**src/rtl/pfs_pkg.sv**
```systemverilog
package pfs_pkg;

    typedef enum logic [2:0] {
        ST_SHIP  = 3'd0,
        ST_PROT  = 3'd1,
        ST_RECOV = 3'd2,
        ST_TOUT  = 3'd3,
        ST_RUN   = 3'd4
    } pfs_state_e;

    localparam int unsigned N_FLAGS = 3;
    localparam int unsigned F_TRIP  = 0;
    localparam int unsigned F_BAT   = 1;
    localparam int unsigned F_SW    = 2;

    typedef struct packed {
        logic ce_n;
        logic we_n;
        logic oe_n;
    } strobe_t;

    localparam strobe_t STROBE_IDLE = '{ce_n: 1'b1, we_n: 1'b1, oe_n: 1'b1};

    function automatic logic is_read(strobe_t s);
        return !s.ce_n && !s.oe_n && s.we_n;
    endfunction

    function automatic logic access_state(pfs_state_e st);
        return (st == ST_TOUT) || (st == ST_RUN);
    endfunction

endpackage

```
**src/rtl/pfs_flag_filter.sv**
```systemverilog
module pfs_flag_filter #(
    parameter int unsigned WIDTH    = 3,
    parameter int unsigned FILT_LEN = 4
) (
    input  logic             clk,
    input  logic             rst,
    input  logic [WIDTH-1:0] raw,
    output logic [WIDTH-1:0] clean
);
    for (genvar g = 0; g < WIDTH; g++) begin : g_flag
        logic              sync1, sync2;
        logic [FILT_LEN-1:0] hist;

        always_ff @(posedge clk) begin
            if (rst) begin
                sync1    <= 1'b0;
                sync2    <= 1'b0;
                hist     <= '0;
                clean[g] <= 1'b0;
            end else begin
                sync1 <= raw[g];
                sync2 <= sync1;
                if (FILT_LEN > 1) begin
                    hist <= {hist[FILT_LEN-2:0], sync2};
                end else begin
                    hist <= sync2;
                end
                if (&hist) begin
                    clean[g] <= 1'b1;
                end else if (~|hist) begin
                    clean[g] <= 1'b0;
                end
            end
        end
    end
endmodule

```
**src/rtl/pfs_sequencer.sv**
```systemverilog
module pfs_sequencer
    import pfs_pkg::*;
#(
    parameter int unsigned REC_CYC = 100000,
    parameter int unsigned RST_CYC = 12000000
) (
    input  logic       clk,
    input  logic       rst,
    input  logic       trip_ok,
    input  logic       bat_ok,
    input  logic       sw_ok,
    output pfs_state_e state,
    output logic       access_en,
    output logic       rst_req_n,
    output logic       armed,
    output logic       on_batt
);
    localparam int unsigned CW = $clog2(RST_CYC + 1);
    localparam logic [CW-1:0] REC_LAST = CW'(REC_CYC - 1);
    localparam logic [CW-1:0] RST_LAST = CW'(RST_CYC - 1);

    pfs_state_e nxt;
    logic [CW-1:0] cnt;

    always_comb begin
        nxt = state;
        unique case (state)
            ST_SHIP:  if (trip_ok) nxt = ST_RECOV;
            ST_PROT:  if (trip_ok) nxt = ST_RECOV;
            ST_RECOV: if (!trip_ok) nxt = ST_PROT;
                      else if (cnt == REC_LAST) nxt = ST_TOUT;
            ST_TOUT:  if (!trip_ok) nxt = ST_PROT;
                      else if (cnt == RST_LAST) nxt = ST_RUN;
            ST_RUN:   if (!trip_ok) nxt = ST_PROT;
            default:  nxt = ST_PROT;
        endcase
    end

    always_ff @(posedge clk) begin
        if (rst) begin
            state   <= ST_SHIP;
            cnt     <= '0;
            armed   <= 1'b0;
            on_batt <= 1'b0;
        end else begin
            state <= nxt;
            if ((nxt == ST_RECOV || nxt == ST_TOUT) && state != ST_SHIP && state != ST_PROT) begin
                cnt <= cnt + 1'b1;
            end else begin
                cnt <= '0;
            end
            if (trip_ok) begin
                armed <= 1'b1;
            end
            if (sw_ok || bat_ok) begin
                on_batt <= 1'b0;
            end else if (armed) begin
                on_batt <= 1'b1;
            end
        end
    end

    assign access_en = access_state(state);
    assign rst_req_n = (state == ST_RUN);
endmodule

```
**src/rtl/pfs_strobe_gate.sv**
```systemverilog
module pfs_strobe_gate
    import pfs_pkg::*;
(
    input  logic    access_en,
    input  strobe_t host,
    output strobe_t mem,
    output logic    hiz
);
    always_comb begin
        if (access_en) begin
            mem = host;
            hiz = !is_read(host);
        end else begin
            mem = STROBE_IDLE;
            hiz = 1'b1;
        end
    end
endmodule

```
**src/rtl/pfs_supervisor.sv**
```systemverilog
module pfs_supervisor
    import pfs_pkg::*;
#(
    parameter int unsigned FILT_LEN = 4,
    parameter int unsigned REC_CYC  = 100000,
    parameter int unsigned RST_CYC  = 12000000
) (
    input  logic clk,
    input  logic rst,
    input  logic vtrip_raw,
    input  logic vbat_raw,
    input  logic vsw_raw,
    input  logic host_ce_n,
    input  logic host_we_n,
    input  logic host_oe_n,
    output logic mem_ce_n,
    output logic mem_we_n,
    output logic mem_oe_n,
    output logic dq_hiz,
    output logic src_batt,
    output logic bkup_en,
    output logic rst_req_n
);
    logic [N_FLAGS-1:0] raw_flags, clean_flags;
    pfs_state_e state;
    logic access_en;
    strobe_t host_s, mem_s;

    assign raw_flags[F_TRIP] = vtrip_raw;
    assign raw_flags[F_BAT]  = vbat_raw;
    assign raw_flags[F_SW]   = vsw_raw;

    pfs_flag_filter #(.WIDTH(N_FLAGS), .FILT_LEN(FILT_LEN)) u_filt (
        .clk   (clk),
        .rst   (rst),
        .raw   (raw_flags),
        .clean (clean_flags)
    );

    pfs_sequencer #(.REC_CYC(REC_CYC), .RST_CYC(RST_CYC)) u_seq (
        .clk       (clk),
        .rst       (rst),
        .trip_ok   (clean_flags[F_TRIP]),
        .bat_ok    (clean_flags[F_BAT]),
        .sw_ok     (clean_flags[F_SW]),
        .state     (state),
        .access_en (access_en),
        .rst_req_n (rst_req_n),
        .armed     (bkup_en),
        .on_batt   (src_batt)
    );

    assign host_s = '{ce_n: host_ce_n, we_n: host_we_n, oe_n: host_oe_n};

    pfs_strobe_gate u_gate (
        .access_en (access_en),
        .host      (host_s),
        .mem       (mem_s),
        .hiz       (dq_hiz)
    );

    assign mem_ce_n = mem_s.ce_n;
    assign mem_we_n = mem_s.we_n;
    assign mem_oe_n = mem_s.oe_n;
endmodule

```
**config.mk**
```make
export PLATFORM = sky130hd
export DESIGN_NAME = pfs_supervisor
export DESIGN_NICKNAME = d
export VERILOG_FILES = /design/src/rtl/pfs_pkg.sv /design/src/rtl/pfs_flag_filter.sv /design/src/rtl/pfs_sequencer.sv /design/src/rtl/pfs_strobe_gate.sv /design/src/rtl/pfs_supervisor.sv
export SDC_FILE = /design/constraint.sdc
export NUM_CORES = 1
export LEC_CHECK = 0
export ABC_AREA = 1
export BUFFER_PORTS_ARGS = -buffer_cell sky130_fd_sc_hd__clkbuf_2
export CELL_PAD_IN_SITES_DETAIL_PLACEMENT = 1
export CELL_PAD_IN_SITES_GLOBAL_PLACEMENT = 2
export CORE_UTILIZATION = 36
export CTS_CLUSTER_SIZE = 8
export DETAILED_ROUTE_END_ITERATION = 16
export GPL_TIMING_DRIVEN = 0
export PLACE_DENSITY = 0.86
export SETUP_SLACK_MARGIN = 0.05
export SYNTH_ARGS = -nofsm -noshare
export SYNTH_HDL_FRONTEND = slang
export SYNTH_SLANG_ARGS = --single-unit
```
**constraint.sdc**
```tcl
create_clock -name clk -period 3.8 [get_ports clk]
set_clock_uncertainty 0.15 [all_clocks]
set_input_delay 0.76 -clock clk [delete_from_list [all_inputs] [get_ports clk]]
set_output_delay 0.76 -clock clk [all_outputs]
set_load 0.02 [all_outputs]
```
Word-level counts from Yosys, hierarchy flattened
Cells that the tools add are included.
- add/sub/neg operators: 1
- eq/ne operators: 12
- mux-type cells: 15
- bitwise gates (word level): 1
- reduce and logical (&&, ||, !) cells: 21
- operators by type and width (kind ; count):
    $add 24x1->24 const B ; 1
    $eq 24x17->1 const B ; 1
    $eq 24x24->1 const B ; 1
    $mux 3 ; 7
    $eq 3x2->1 const B ; 4
    $pmux 3 s4 ; 1
    $reduce_and 4->1 ; 3
    $reduce_or 4->1 ; 3
    $mux 1 ; 7
    $ne 2x1->1 const B ; 3
    $reduce_or 2->1 ; 3
    $logic_and 1x1->1 ; 4
    $eq 3x1->1 const B ; 1
    $eq 3x3->1 const B ; 1
    $logic_not 1->1 ; 3
    $logic_not 3->1 ; 1
    $logic_or 1x1->1 ; 3
    $ne 3x1->1 const B ; 1
    $reduce_bool 3->1 ; 1
    $not 1->1 ; 1
- register bits: 50
- bits of input ports: 8
- output and inout bits: 7
- logic and storage cells: 66

Depth between registers and ports, before layout
- word-level depth: 10
- gate-level depth with buffers: 10
- mapped depth without buffers: 10

Modules after synthesis
Synthesis repeated with hierarchy kept, for this count alone.
- cell total of the unflattened synthesis: 351
- area total of the unflattened synthesis: 2433.6 um^2
- by module, submodules not included (module ; times used ; cells each ; area an instance (um^2) ; seq. area each (um^2)):
    pfs_sequencer ; 1 ; 254 ; 1701.6 ; 580.6
    pfs_flag_filter ; 1 ; 89 ; 699.4 ; 420.4
    pfs_strobe_gate ; 1 ; 8 ; 32.5 ; 0.0

Worst setup path after synthesis
OpenSTA, ideal clock, no wires.
- path type: register -> output
- from: register u_seq.state[1]
- to: output dq_hiz
- data arrival time: 1.045 ns
- data required time: 2.890 ns
- slack: 1.845 ns
- cell stages (with the launch flop): 6
- buffers on the path: 0
- path through: dfxtp_1 -> inv_1 -> nor3_1 -> inv_1 -> nand2_1 -> nand4_1
- word-level cells in the longest chain between the ends: 3
- elaborated cells between the ends (all ways): 4
- those cells by class: 2 x eq/ne; 1 x mux; 1 x reduce/logical
- ends and longest elaborated chain (what ; RTL line ; source):
    start, declared ; pfs_sequencer.sv:12 ; output pfs_state_e state,
    start signal, assigned ; pfs_sequencer.sv:46 ; state <= nxt;
    $eq 3x2->1 / $eq 3x3->1 (equally long branches) ; pfs_pkg.sv:29 ; return (st == ST_TOUT) || (st == ST_RUN);
    $logic_or 1x1->1 * ; pfs_pkg.sv:29 ;
    $mux 1 * ; pfs_strobe_gate.sv:10 ; if (access_en) begin
    end, declared ; pfs_supervisor.sv:19 ; output logic dq_hiz,
Mark *: on every way between the ends. The rest lies on a longest branch, timed or not.

Worst setup path in the final report
Ends and elaborated chain as after synthesis.

==> impl_metrics.py <==
metrics = {
    "outcome": {
        "outcome": "finished clean",
    },
    "power": {
        "ir_drop_v": 0.000175,
        "switching_share": 0.229,
        "power_frac_clock": 0.371,
        "pwr-share-seq": 0.612,
        "p_sw_uw": 198,
        "power_density_nw_per_um2": 343,
        "power_frac_comb": 0.017,
        "p_leak_nw": 0.969,
        "internal-power_uw": 668,
    },
    "timing": {
        "slew_viol_final": 0,
        "tightest_slew_ns": 0.463,
        "fin_ws_ns": 1.29,
        "rsz0062_at_grt": "no",
        "fmax_mhz": 398,
        "final-setup-viol-count": 0,
        "period_share": 0.661,
        "max_slew_margin": 0.691,
        "finalWorstPathRequiredPeriod_ns": 2.51,
        "setup_tns_ns": 0,
        "hold_violations": 0,
    },
    "flow_run": {
        "timing.max_cap.violations": 0,
    },
    "layout": {
        "final_nets": 355,
        "final_cells": 422,
        "area_delta_synth_final_pct": 11.2,
        "n_antenna_cell": 0,
        "drive_gt1_frac": 0.0980,
        "final_cell_mix": "nor2_1, nand2_1, inv_1, dfxtp_1, clkbuf_2",
        "final_area_sq_um": 2530,
        "final_common_cell": "nor2_1",
    },
    "grt": {
        "grt_usage": 0.183,
        "grt_first_pass_wirelength_um": 9160,
        "overflow": 0,
        "grt_pass1_vias": 2046,
        "antenna_found_initial": 0,
        "grt_max_degree": 17,
    },
    "floorplanning": {
        "die_w_um": 81.5,
        "die_y_um": 81.5,
        "rows": 28,
        "start_util": 0.380,
        "io_pins": 15,
        "die_area_sq_um": 6640,
        "design.core.area_sq_um": 5990,
    },
    "placement": {
        "place.gp.congestion": 0.786,
        "dp.cells": 414,
        "place_ws_ns": 1.60,
        "hpwl_um": 4190,
        "port_buffers": 14,
        "dpl_cell_area_sq_um": 2440,
    },
    "critical_path": {
        "path_delay_family": "simple AND/OR/NAND/NOR gates",
        "cp_num_buf_inv": 3,
        "arrival_ns": 1.60,
        "cpMostUsedCell": "inv_1",
        "cp_data_required_time_ns": 2.89,
        "slowest_stage": "dfxtp_1",
        "slowest_delay_ns": 0.42,
        "endpoint_kind": "output pin",
        "path_class": "flip-flop to output pin",
        "critPathMaxFanout": 4,
        "cp_cell_sequence": "inv_1 -> nor3_1 -> inv_1 -> nand2_1 -> nand4_1 -> clkbuf_2",
        "startpoint_type": "flip-flop",
    },
    "detailed_routing": {
        "top_layer_used": "met4",
        "totalWireLength_um": 5230,
        "remaining_drc_errors": 0,
        "dr_total_vias": 1987,
        "route.detailed.wl_per_inst_um": 12.4,
        "vias_per_cell": 4.71,
        "wl_met1_um": 2350,
        "first_pass_iters": 4,
        "wl_met2_um": 2720,
        "wl_met3_um": 90,
        "drt_iter0_markers": 54,
        "ant_nets": 0,
    },
    "logic_synthesis": {
        "synth_edf_count": 0,
        "avgSynthCellArea_sq_um": 7.00,
        "synthArstFlopShare": 0,
        "ys_seq_elements": 50,
        "syn-num-nets": 334,
        "synth_warnings": 0,
        "ys_seq_area_frac": 0.440,
        "synth_cells": 325,
        "yosys_most_used_dff": "dfxtp_1",
        "synth_area_sq_um": 2270,
        "ys_types": 25,
    },
    "clock_network": {
        "cts_sinks": 50,
        "clk_pin_slew_ns": 0.09,
        "cts_buffers": 5,
        "cts_tree": "built",
        "clk_latency_ns": 0.31,
        "cts_buffer_depth": 2,
        "post_cts_buffers": 0,
        "cts_hold_buf": 0,
        "cts_resized": 0,
        "cts_root_buffer": "clkbuf_8",
        "htree_levels": 2,
    },
    "hold_path": {
        "hold_path_class": "flip-flop to flip-flop",
    },
}
-- routing by layer --
layer | track usage | up-vias
met5 | 0 | -
met4 | 0.0589 | 0
met3 | 0.0267 | 6
met2 | 0.353 | 18
met1 | 0.203 | 940
li1 | - | 1023
-- sequential cells by signal, summed over array words and instances (netlist names) --
name and flops:
u_filt.clean 3, u_filt.g_flag.sync2 3, u_seq.on_batt 1, u_seq.armed 1, u_seq.state 3, u_seq.cnt 24
u_filt.g_flag.hist 12, u_filt.g_flag.sync1 3
-- cell usage after synthesis (2+ instances only) --
cell | n | area [sq um]
nor2_1 | 83 | 312
inv_1 | 56 | 210
xnor2_1 | 5 | 43.8
nor3_1 | 4 | 20.0
nand4_1 | 10 | 62.6
o21ai_0 | 2 | 10.0
xor2_1 | 11 | 96.3
nor4_1 | 4 | 25.0
buf_6 | 2 | 22.5
nor2_2 | 4 | 25.0
nand2_2 | 2 | 12.5
a21oi_1 | 2 | 10.0
nand2_1 | 64 | 240
nand3_1 | 13 | 65.1
clkbuf_1 | 2 | 7.51
dfxtp_1 | 50 | 1000
nand3b_1 | 3 | 22.5
-- final timing paths --
path	start	endpoint	slack [ns]	cells after the start
max	u_seq.state[1]	dq_hiz	1.29	6
min	u_filt.g_flag[2].sync1	u_filt.g_flag[2].sync2	0.26	2
max reg2reg	u_seq.cnt[0]	u_seq.cnt[0]	1.75	7
min reg2reg	u_filt.g_flag[2].sync1	u_filt.g_flag[2].sync2	0.26	2
-- power by group through the flow --
stage | clock (mW) | combinational [mW] | sequential (mW)
floorplan | 0 | 0.00868 | 0.542
global placement | 0 | 0.0152 | 0.542
detailed placement | 0 | 0.0156 | 0.543
CTS | 0.335 | 0.0157 | 0.530
global route | 0.352 | 0.0176 | 0.531
finish | 0.321 | 0.0150 | 0.530
-- metrics by stage --
step / power, mW / hold slack, ns / util
after floorplan: 0.551 / 0.238 / -
after CTS: 0.881 / 0.264 / 0.422
final: 0.866 / 0.260 / 0.422
after detailed placement: 0.558 / 0.249 / 0.407
after global placement: 0.558 / 0.239 / 0.407
after global routing: 0.900 / 0.273 / 0.422
-- kinds of logic (layout without fill, tap and decap cells) --
kind of cell	count (synthesis)	after routing	synth area share
AOI/OAI and AO/OA	6	6	0.0209
adders and majority gates	1	1	0.00550
and+or+nand+nor	191	191	0.365
xor gates and xnor gates	16	16	0.0616
buffers and inverters	61	83	0.107
DFF	50	50	0.440
-- area by class of cell --
type                       count  area, sq um
buffer                         4         30.0
inverter                      57          214
sequential                    50         1000
clock buffer                   6         72.6
multi-input combinational    214         1030
timing repair buffer          14         70.1
clock inverter                 2         17.5
fill                         812         3460
tap                           75         93.8
-- worst register-to-register path, delay by kind of cell, from the launching register on --
kind                     cells  cell delay [ns]
AO/OA/AOI/OAI                1             0.29
flip-flops                   1             0.42
adder cells (fa/ha/maj)      1             0.30
AND/OR/NAND/NOR              4             0.59
buffers and inverters        1             0.20
Note: power is estimated with default switching activity, not from simulation.
